[src/rtl/bp_pkg.sv]
// Package: shared definitions for the static branch front end.
// Assumes: the guess-mode encoding is fixed by the configuration input of the top.
package bp_pkg;

    // Direction guessing policy selected by the configuration input.
    typedef enum logic [1:0] {
        GUESS_SIGN     = 2'b00,
        GUESS_TAKEN    = 2'b01,
        GUESS_NOTTAKEN = 2'b10,
        GUESS_SIGN_ALT = 2'b11
    } guess_mode_e;

    // Pipeline geometry: index of execute among the post-fetch stages.
    localparam int EX_STAGE_IDX = 1;

endpackage

[src/rtl/bp_guess.sv]
// Module: static direction guess for the instruction in fetch.
// Does: applies the sign rule (zero counts as backward) or the compiler hint,
//       or forces the direction when a forcing mode is selected.
// Assumes: disp_i is a two's-complement byte displacement; non-branches guess not taken.
module bp_guess
    import bp_pkg::*;
#(
    parameter int DISP_W = 16
) (
    input  guess_mode_e       mode_i,
    input  logic              is_branch_i,
    input  logic [DISP_W-1:0] disp_i,
    input  logic              hint_en_i,
    input  logic              hint_dir_i,
    output logic              taken_o
);

    logic backward;

    // Backward or self-targeting displacement.
    assign backward = disp_i[DISP_W-1] || (disp_i == '0);

    // Select the guess according to the active policy.
    always_comb begin
        taken_o = 1'b0;
        if (is_branch_i) begin
            case (mode_i)
                GUESS_TAKEN:    taken_o = 1'b1;
                GUESS_NOTTAKEN: taken_o = 1'b0;
                default:        taken_o = hint_en_i ? hint_dir_i : backward;
            endcase
        end
    end

endmodule

[src/rtl/bp_fetch_pc.sv]
// Module: fetch address register and next-address selection.
// Does: holds the fetch address; a redirect from execute outranks the fetch guess.
// Assumes: DISP_W < ADDR_W; a stalled (invalid) fetch slot keeps the address.
module bp_fetch_pc #(
    parameter int              ADDR_W     = 32,
    parameter int              DISP_W     = 16,
    parameter int              INSN_BYTES = 4,
    parameter logic [ADDR_W-1:0] RESET_PC = '0
) (
    input  logic              clk,
    input  logic              rst_n,
    input  logic              fe_valid_i,
    input  logic              guess_taken_i,
    input  logic [DISP_W-1:0] disp_i,
    input  logic              redirect_en_i,
    input  logic [ADDR_W-1:0] redirect_pc_i,
    output logic [ADDR_W-1:0] pc_o,
    output logic [ADDR_W-1:0] target_o
);

    localparam int              EXT_W = ADDR_W - DISP_W;
    localparam logic [ADDR_W-1:0] STEP = ADDR_W'(INSN_BYTES);

    logic [ADDR_W-1:0] pc_q;
    logic [ADDR_W-1:0] pc_d;
    logic [ADDR_W-1:0] seq_pc;

    // Branch target and sequential successor of the current fetch address.
    assign target_o = pc_q + {{EXT_W{disp_i[DISP_W-1]}}, disp_i};
    assign seq_pc   = pc_q + STEP;

    // Next address: redirect, hold, guessed target, or fall-through.
    always_comb begin
        if (redirect_en_i)       pc_d = redirect_pc_i;
        else if (!fe_valid_i)    pc_d = pc_q;
        else if (guess_taken_i)  pc_d = target_o;
        else                     pc_d = seq_pc;
    end

    // Fetch address register.
    always_ff @(posedge clk) begin
        if (!rst_n) pc_q <= RESET_PC;
        else        pc_q <= pc_d;
    end

    assign pc_o = pc_q;

endmodule

[src/rtl/bp_stage_pipe.sv]
// Module: slot registers for decode, execute and write-back.
// Does: shifts slots one stage per cycle; kill_i clears every slot that is
//       younger than execute (the entering fetch slot and the decode slot).
// Assumes: no stalls; kill_i is raised only for a live branch in execute.
module bp_stage_pipe #(
    parameter int ADDR_W = 32,
    parameter int EX_IDX = 1
) (
    input  logic              clk,
    input  logic              rst_n,
    input  logic              kill_i,
    input  logic              fe_valid_i,
    input  logic [ADDR_W-1:0] fe_pc_i,
    input  logic              fe_branch_i,
    input  logic              fe_guess_i,
    input  logic [ADDR_W-1:0] fe_target_i,
    output logic              de_valid_o,
    output logic              ex_valid_o,
    output logic [ADDR_W-1:0] ex_pc_o,
    output logic              ex_branch_o,
    output logic              ex_guess_o,
    output logic [ADDR_W-1:0] ex_target_o,
    output logic              wb_valid_o,
    output logic [ADDR_W-1:0] wb_pc_o
);

    localparam int STAGES = EX_IDX + 2;
    localparam int CTRL_N = EX_IDX + 1;

    logic              v_a   [STAGES];
    logic [ADDR_W-1:0] pc_a  [STAGES];
    logic              br_a  [CTRL_N];
    logic              gs_a  [CTRL_N];
    logic [ADDR_W-1:0] tg_a  [CTRL_N];

    for (genvar s = 0; s < STAGES; s++) begin : g_stage
        localparam bit KILLABLE = (s <= EX_IDX);
        logic              v_in;
        logic [ADDR_W-1:0] pc_in;
        logic              v_r;
        logic [ADDR_W-1:0] pc_r;

        if (s == 0) begin : g_head
            assign v_in  = fe_valid_i;
            assign pc_in = fe_pc_i;
        end else begin : g_body
            assign v_in  = v_a[s-1];
            assign pc_in = pc_a[s-1];
        end

        // Valid flag: shifted in, cleared on a squash for younger slots.
        always_ff @(posedge clk) begin
            if (!rst_n) v_r <= 1'b0;
            else        v_r <= v_in && !(KILLABLE && kill_i);
        end

        // Slot address.
        always_ff @(posedge clk) begin
            if (!rst_n) pc_r <= '0;
            else        pc_r <= pc_in;
        end

        assign v_a[s]  = v_r;
        assign pc_a[s] = pc_r;

        if (s < CTRL_N) begin : g_ctrl
            logic              br_in, gs_in;
            logic [ADDR_W-1:0] tg_in;
            logic              br_r, gs_r;
            logic [ADDR_W-1:0] tg_r;

            if (s == 0) begin : g_src_fe
                assign br_in = fe_branch_i;
                assign gs_in = fe_guess_i;
                assign tg_in = fe_target_i;
            end else begin : g_src_prev
                assign br_in = br_a[s-1];
                assign gs_in = gs_a[s-1];
                assign tg_in = tg_a[s-1];
            end

            // Branch attributes carried toward execute.
            always_ff @(posedge clk) begin
                if (!rst_n) begin
                    br_r <= 1'b0;
                    gs_r <= 1'b0;
                    tg_r <= '0;
                end else begin
                    br_r <= br_in;
                    gs_r <= gs_in;
                    tg_r <= tg_in;
                end
            end

            assign br_a[s] = br_r;
            assign gs_a[s] = gs_r;
            assign tg_a[s] = tg_r;
        end
    end

    assign de_valid_o  = v_a[0];
    assign ex_valid_o  = v_a[EX_IDX];
    assign ex_pc_o     = pc_a[EX_IDX];
    assign ex_branch_o = br_a[EX_IDX];
    assign ex_guess_o  = gs_a[EX_IDX];
    assign ex_target_o = tg_a[EX_IDX];
    assign wb_valid_o  = v_a[STAGES-1];
    assign wb_pc_o     = pc_a[STAGES-1];

    // a squash leaves decode and execute empty in the next cycle.
    assert_flush_bubbles_R6: assert property (@(posedge clk) disable iff (!rst_n)
        kill_i |=> (!de_valid_o && !ex_valid_o));

    // the mispredicted branch itself retires to write-back.
    assert_branch_retires_R6: assert property (@(posedge clk) disable iff (!rst_n)
        kill_i |=> (wb_valid_o && wb_pc_o == $past(ex_pc_o)));

endmodule

[src/rtl/bp_sat_counter.sv]
// Module: saturating event counter.
// Does: counts cycles with inc_i high and stops at all ones.
// Assumes: synchronous active-low reset clears the count.
module bp_sat_counter #(
    parameter int W = 16
) (
    input  logic         clk,
    input  logic         rst_n,
    input  logic         inc_i,
    output logic [W-1:0] cnt_o
);

    localparam logic [W-1:0] TOP = {W{1'b1}};

    logic [W-1:0] cnt_q;

    // Increment unless already at the top value.
    always_ff @(posedge clk) begin
        if (!rst_n)                     cnt_q <= '0;
        else if (inc_i && cnt_q != TOP) cnt_q <= cnt_q + 1'b1;
    end

    assign cnt_o = cnt_q;

    // a saturated count never wraps.
    assert_saturate_hold_R9: assert property (@(posedge clk) disable iff (!rst_n)
        (cnt_q == TOP) |=> (cnt_q == TOP));

    // an idle cycle leaves the count unchanged.
    assert_idle_stable_R9: assert property (@(posedge clk) disable iff (!rst_n)
        !inc_i |=> $stable(cnt_q));

endmodule

[src/rtl/bp_frontend.sv]
// Module: static branch predictor front end for a four-stage in-order pipeline.
// Does: guesses branch direction at fetch, steers the fetch address, checks the
//       guess in execute, squashes the two younger slots on a mismatch and
//       redirects fetch; counts resolved branches and mispredictions.
// Assumes: ex_taken is valid whenever a branch occupies execute; no stalls.
module bp_frontend
    import bp_pkg::*;
#(
    parameter int                ADDR_W     = 32,
    parameter int                DISP_W     = 16,
    parameter int                INSN_BYTES = 4,
    parameter int                CNT_W      = 16,
    parameter logic [ADDR_W-1:0] RESET_PC   = '0
) (
    input  logic              clk,
    input  logic              rst_n,
    input  logic [1:0]        guess_mode,
    input  logic              fe_valid,
    input  logic              fe_is_branch,
    input  logic [DISP_W-1:0] fe_disp,
    input  logic              fe_hint_en,
    input  logic              fe_hint_dir,
    input  logic              ex_taken,
    output logic [ADDR_W-1:0] fetch_pc,
    output logic              fetch_pred_taken,
    output logic              de_valid,
    output logic              ex_valid,
    output logic [ADDR_W-1:0] ex_pc,
    output logic              ex_is_branch,
    output logic              wb_valid,
    output logic [ADDR_W-1:0] wb_pc,
    output logic              flush,
    output logic [ADDR_W-1:0] redirect_pc,
    output logic [CNT_W-1:0]  branch_count,
    output logic [CNT_W-1:0]  mispredict_count
);

    localparam logic [ADDR_W-1:0] STEP = ADDR_W'(INSN_BYTES);

    guess_mode_e       mode_e;
    logic              raw_guess;
    logic              fe_guess;
    logic [ADDR_W-1:0] fe_target;
    logic              ex_guess;
    logic [ADDR_W-1:0] ex_target;
    logic              resolve;
    logic              mispredict;

    assign mode_e = guess_mode_e'(guess_mode);

    bp_guess #(.DISP_W(DISP_W)) u_guess (
        .mode_i      (mode_e),
        .is_branch_i (fe_is_branch),
        .disp_i      (fe_disp),
        .hint_en_i   (fe_hint_en),
        .hint_dir_i  (fe_hint_dir),
        .taken_o     (raw_guess)
    );

    // A guess only matters for a live branch in fetch.
    assign fe_guess         = fe_valid && fe_is_branch && raw_guess;
    assign fetch_pred_taken = fe_guess;

    bp_fetch_pc #(
        .ADDR_W     (ADDR_W),
        .DISP_W     (DISP_W),
        .INSN_BYTES (INSN_BYTES),
        .RESET_PC   (RESET_PC)
    ) u_fetch (
        .clk           (clk),
        .rst_n         (rst_n),
        .fe_valid_i    (fe_valid),
        .guess_taken_i (fe_guess),
        .disp_i        (fe_disp),
        .redirect_en_i (mispredict),
        .redirect_pc_i (redirect_pc),
        .pc_o          (fetch_pc),
        .target_o      (fe_target)
    );

    bp_stage_pipe #(
        .ADDR_W (ADDR_W),
        .EX_IDX (EX_STAGE_IDX)
    ) u_pipe (
        .clk         (clk),
        .rst_n       (rst_n),
        .kill_i      (mispredict),
        .fe_valid_i  (fe_valid),
        .fe_pc_i     (fetch_pc),
        .fe_branch_i (fe_is_branch),
        .fe_guess_i  (fe_guess),
        .fe_target_i (fe_target),
        .de_valid_o  (de_valid),
        .ex_valid_o  (ex_valid),
        .ex_pc_o     (ex_pc),
        .ex_branch_o (ex_is_branch),
        .ex_guess_o  (ex_guess),
        .ex_target_o (ex_target),
        .wb_valid_o  (wb_valid),
        .wb_pc_o     (wb_pc)
    );

    // Resolution in execute: compare actual outcome with the carried guess.
    assign resolve     = ex_valid && ex_is_branch;
    assign mispredict  = resolve && (ex_taken != ex_guess);
    assign flush       = mispredict;
    assign redirect_pc = ex_taken ? ex_target : (ex_pc + STEP);

    bp_sat_counter #(.W(CNT_W)) u_branch_cnt (
        .clk   (clk),
        .rst_n (rst_n),
        .inc_i (resolve),
        .cnt_o (branch_count)
    );

    bp_sat_counter #(.W(CNT_W)) u_miss_cnt (
        .clk   (clk),
        .rst_n (rst_n),
        .inc_i (mispredict),
        .cnt_o (mispredict_count)
    );

    // fetch resumes at the corrected address, outranking any fetch guess.
    assert_redirect_target_R7: assert property (@(posedge clk) disable iff (!rst_n)
        mispredict |=> (fetch_pc == $past(redirect_pc)));

    // a taken guess without a squash moves fetch to the branch target.
    assert_follow_guess_R4: assert property (@(posedge clk) disable iff (!rst_n)
        (fe_guess && !mispredict) |=> (fetch_pc == $past(fe_target)));

    // an empty fetch slot holds the fetch address.
    assert_hold_on_gap_R4: assert property (@(posedge clk) disable iff (!rst_n)
        (!fe_valid && !mispredict) |=> $stable(fetch_pc));

    // backward branch without a hint is followed in sign mode.
    assert_backward_taken_R1: assert property (@(posedge clk) disable iff (!rst_n)
        (guess_mode == 2'b00 && fe_valid && fe_is_branch && !fe_hint_en &&
         fe_disp[DISP_W-1] && !mispredict) |=> (fetch_pc == $past(fe_target)));

    // the never-taken mode always falls through.
    assert_never_taken_R3: assert property (@(posedge clk) disable iff (!rst_n)
        (guess_mode == 2'b10 && fe_valid && !mispredict) |=> (fetch_pc == $past(fetch_pc) + STEP));

    // mispredictions never outnumber resolved branches.
    assert_miss_bounded_R9: assert property (@(posedge clk) disable iff (!rst_n)
        mispredict_count <= branch_count);

endmodule

[config.mk]
export PLATFORM = sky130hd
export DESIGN_NAME = bp_frontend
export DESIGN_NICKNAME = d
export VERILOG_FILES = /design/src/rtl/bp_pkg.sv /design/src/rtl/bp_guess.sv /design/src/rtl/bp_fetch_pc.sv /design/src/rtl/bp_stage_pipe.sv /design/src/rtl/bp_sat_counter.sv /design/src/rtl/bp_frontend.sv
export SDC_FILE = /design/constraint.sdc
export NUM_CORES = 1
export LEC_CHECK = 0
export BUFFER_PORTS_ARGS = -buffer_cell sky130_fd_sc_hd__buf_2
export CORE_MARGIN = 5
export CORE_UTILIZATION = 25
export CTS_CLUSTER_SIZE = 30
export DETAILED_ROUTE_END_ITERATION = 8
export PLACE_DENSITY = 0.51
export SYNTH_ARGS = -nofsm -noshare
export SYNTH_HDL_FRONTEND = slang
export SYNTH_SLANG_ARGS = --single-unit
[constraint.sdc]
create_clock -name clk -period 7.25 [get_ports clk]
set_input_delay 0.3625 -clock clk [delete_from_list [all_inputs] [get_ports clk]]
set_output_delay 0.3625 -clock clk [all_outputs]
set_load 0.01 [all_outputs]
==> results.json <==
{
  "required_ps": 6890,
  "max_freq_mhz": 264,
  "period_share_pct": 52.3,
  "min_from": "fe_is_branch",
  "antenna_found_initial": 0,
  "cts_resized": 0,
  "viasPerCell": 4.67,
  "clock_sinks": 231,
  "rsz0062_at_grt": "no",
  "r2r_slack_ps": 4030,
  "ys_seq_elements": 231,
  "ctsHoldBuffers": 0,
  "synth_area_um2": 10400,
  "finalSetupViolations": 0,
  "cts_setup_buffers": 0,
  "diodes": 0,
  "avgRoutedWirePerCell_um": 17.1,
  "start_kind": "flop",
  "slew_violations": 0,
  "hold_class": "input port to flop",
  "drive_gt1_share_pct": 18.6,
  "grt_pass1_vias": 8310,
  "async_reset_ff_share_pct": 0,
  "synth_top_family_by_area": "simple AND/OR/NAND/NOR gates",
  "cts_buffers": 27,
  "vias": 8874,
  "r2r-start": "u_fetch.pc_o[0]",
  "pin_count": 191,
  "routabilityCongestion": 0.919,
  "synthSimpleGateAreaFrac_pct": 25.6,
  "ys_warn_count": 0,
  "fin_tns_setup_ps": 0,
  "dp.final_hpwl_um": 24000,
  "cap_violations": 0,
  "synth_fp_nets": 1249,
  "clockBufferDepth": 3,
  "postRouteAntennaNets": 0,
  "run_status": "finished, final reports clean",
  "synth-edff-count": 0,
  "avgSynthCellArea_um2": 8.80,
  "cp.arrival_ps": 3430,
  "seq_power_share_pct": 44.5,
  "setup_ws_ps": 3460,
  "ir_drop_v": 0.000157,
  "hold_end": "u_pipe.g_stage[0].g_ctrl.br_r",
  "clkPwrFrac_pct": 44.2,
  "worstMarginPinSlew_ps": 1110,
  "route.detailed.drc": 0,
  "port-buffer-count": 190,
  "skew_ps": 12.1,
  "core_area_um2": 41100,
  "r2r_end": "u_fetch.pc_o[24]",
  "clk_latency_ps": 540,
  "die_x_um": 214,
  "combPwrFrac_pct": 11.3,
  "intPower_uw": 2300,
  "min_path_cells": 2,
  "pre_cts_ws_ps": 3260,
  "crit_start": "u_pipe.ex_pc_o[4]",
  "fill_cells": 4358,
  "clk_pin_slew_ps": 60,
  "synth_adder_area_share_pct": 4.50,
  "drt-initial-drc-count": 566,
  "clockRootBuffer": "clkbuf_16",
  "tritoncts": "built",
  "area_delta_synth_final_pct": 22.3,
  "syn_inst": 1187,
  "ys_types": 66,
  "grt_use_total_pct": 13.6,
  "report.final.hold_viol_count": 0,
  "die-area_um2": 46000,
  "switching_share_pct": 25.9,
  "grt-ovfl-total": 0,
  "routed_wl_um": 32600,
  "grt_pass1_wl_um": 50500,
  "p_sw_uw": 801,
  "path_class": "flop to primary output",
  "dp.cells": 1853,
  "grt_start_max_net_pins": 103,
  "start_util_pct": 25.4,
  "synth_mux_area_share_pct": 0.527,
  "synth_flop_cell": "dfxtp_1",
  "p_leak_uw": 0.00557,
  "max-slew-margin-rel_pct": 25.6,
  "synth-compound-area-share_pct": 14.8,
  "endpoint_kind": "primary output",
  "die_h_um": 214,
  "rr_worst_depth": 9,
  "min_period_ps": 3790,
  "h-tree-depth": 1,
  "seq_area_frac_synth_pct": 44.3,
  "synth-xor-area-share_pct": 7.46,
  "firstDrtPassIters": 5,
  "nets": 1412,
  "stdcell_count": 1902,
  "worstPathMaxFanout": 7,
  "powerDensity_nw_per_um2": 243,
  "std_cell_rows": 74
}
[cell usage in the layout, fill, tap and decap left out, drive strengths merged, types with 9 or more instances in the layout]
| cell | instances |
|---|---|
| a221o | 11 |
| xnor2 | 43 |
| nand2 | 107 |
| a21o | 21 |
| nor2 | 85 |
| o21ai | 83 |
| nand3 | 54 |
| xor2 | 46 |
| a21oi | 60 |
| nor4 | 9 |
| inv | 16 |
| and3 | 20 |
| nand4 | 19 |
| buf | 195 |
| o211ai | 11 |
| clkbuf | 38 |
| nor3 | 13 |
| and2 | 166 |
| and4 | 12 |
| ha | 36 |
| dfxtp | 231 |
[final cells by class]
class	instances	area, um2	share of cell area, %
flip-flops and latches	231	4620	36.2
clock buffers	38	787	6.16
inverters	16	60.1	0.470
well taps	532	666	5.21
multi-input cells	879	5520	43.3
repair buffers	195	991	7.76
clock inverters	11	118	0.921
[how the worst max path moves through the flow]
stage                                   to  slack, ps  depth (start not counted)
final                      redirect_pc[29]       3460                          7
after floorplan           u_fetch.pc_o[18]       4570                         10
after global routing       redirect_pc[29]       3110                          7
after detailed placement  u_fetch.pc_o[30]       3260                          9
after global placement    u_fetch.pc_o[30]       3310                          9
after CTS                  redirect_pc[29]       3300                          7
[layer usage]
layer / vias to the layer above / global-route usage [%] / part of all wire, %
met5: - / 0 / 0
met2: 228 / 22.1 / 46
met4: 0 / 2.86 / 1.4
met1: 4147 / 18.9 / 47
li1: 4463 / - / -
met3: 36 / 2.56 / 5.5
[critical path, stage by stage, from the launching register on]
cell	delay, ps
dfxtp_1	470
nand3_1	240
nor4_2	860
nor3b_2	450
nand3_1	140
xor2_1	150
o21ai_0	340
buf_2	220
[flip-flops by register name (all words and copies together) (netlist names), 16 cells and up]
name                        flops
u_pipe.ex_pc_o                 32
u_branch_cnt.cnt_o             16
u_fetch.pc_o                   32
u_pipe.g_stage.g_ctrl.tg_r     32
u_miss_cnt.cnt_o               16
u_pipe.g_stage.pc_r            32
u_pipe.wb_pc_o                 32
u_pipe.ex_target_o             32
[stage by stage]
| stage | hold WS, ps | power, uW | util [%] | cell area, um2 |
|---|---|---|---|---|
| 3_3_place_gp | 413 | 1750 | 28.9 | 11900 |
| 2_1_floorplan | 406 | 1630 | - | 10400 |
| 4_1_cts | 36.4 | 3150 | 31.1 | 12800 |
| 5_1_grt | 49.4 | 3240 | 31.1 | 12800 |
| 6_report | 71.8 | 3100 | 31.1 | 12800 |
| 3_5_place_dp | 417 | 1760 | 28.9 | 11900 |
[synthesized netlist by cell type (all sizes together) (2+ instances only)]
cell type	number	area share, %
a211oi	8	0.62
a21boi	2	0.14
a21o	21	1.5
a21oi	60	2.9
a221o	11	1.1
a221oi	5	0.59
a311oi	2	0.17
a31o	2	0.17
a31oi	8	0.48
a41oi	4	0.34
and2	166	9.9
and3	20	1.2
and4	12	1.0
buf	7	0.31
clkbuf	54	2.0
dfxtp	231	44
ha	36	4.3
inv	15	0.54
mux2	4	0.43
nand2	107	3.8
nand3	54	2.6
nand4	19	1.1
nor2	85	3.1
nor2b	4	0.24
nor3	13	0.73
nor3b	3	0.26
nor4	9	0.66
o2111ai	2	0.17
o211ai	11	0.84
o21a	5	0.36
o21ai	83	4.0
o221ai	4	0.34
o311ai	2	0.17
o31ai	5	0.36
or3	6	0.36
or4	4	0.32
xnor2	43	3.6
xor2	46	3.9
[cells by family after synthesis]
group	count (synthesis)
simple gates	506
xor+xnor	89
flops	231
compound gates	242
fa+ha+maj	37
buf+inv	77
mux	5
[power by group through the flow]
stage               Clock [uW]  Sequential, uW  Combinational, uW
floorplan                    0            1400                231
global placement             0            1400                350
detailed placement           0            1410                352
CTS                       1420            1380                354
global route              1470            1380                392
finish                    1370            1380                351
(Power assumes the default switching activity.)
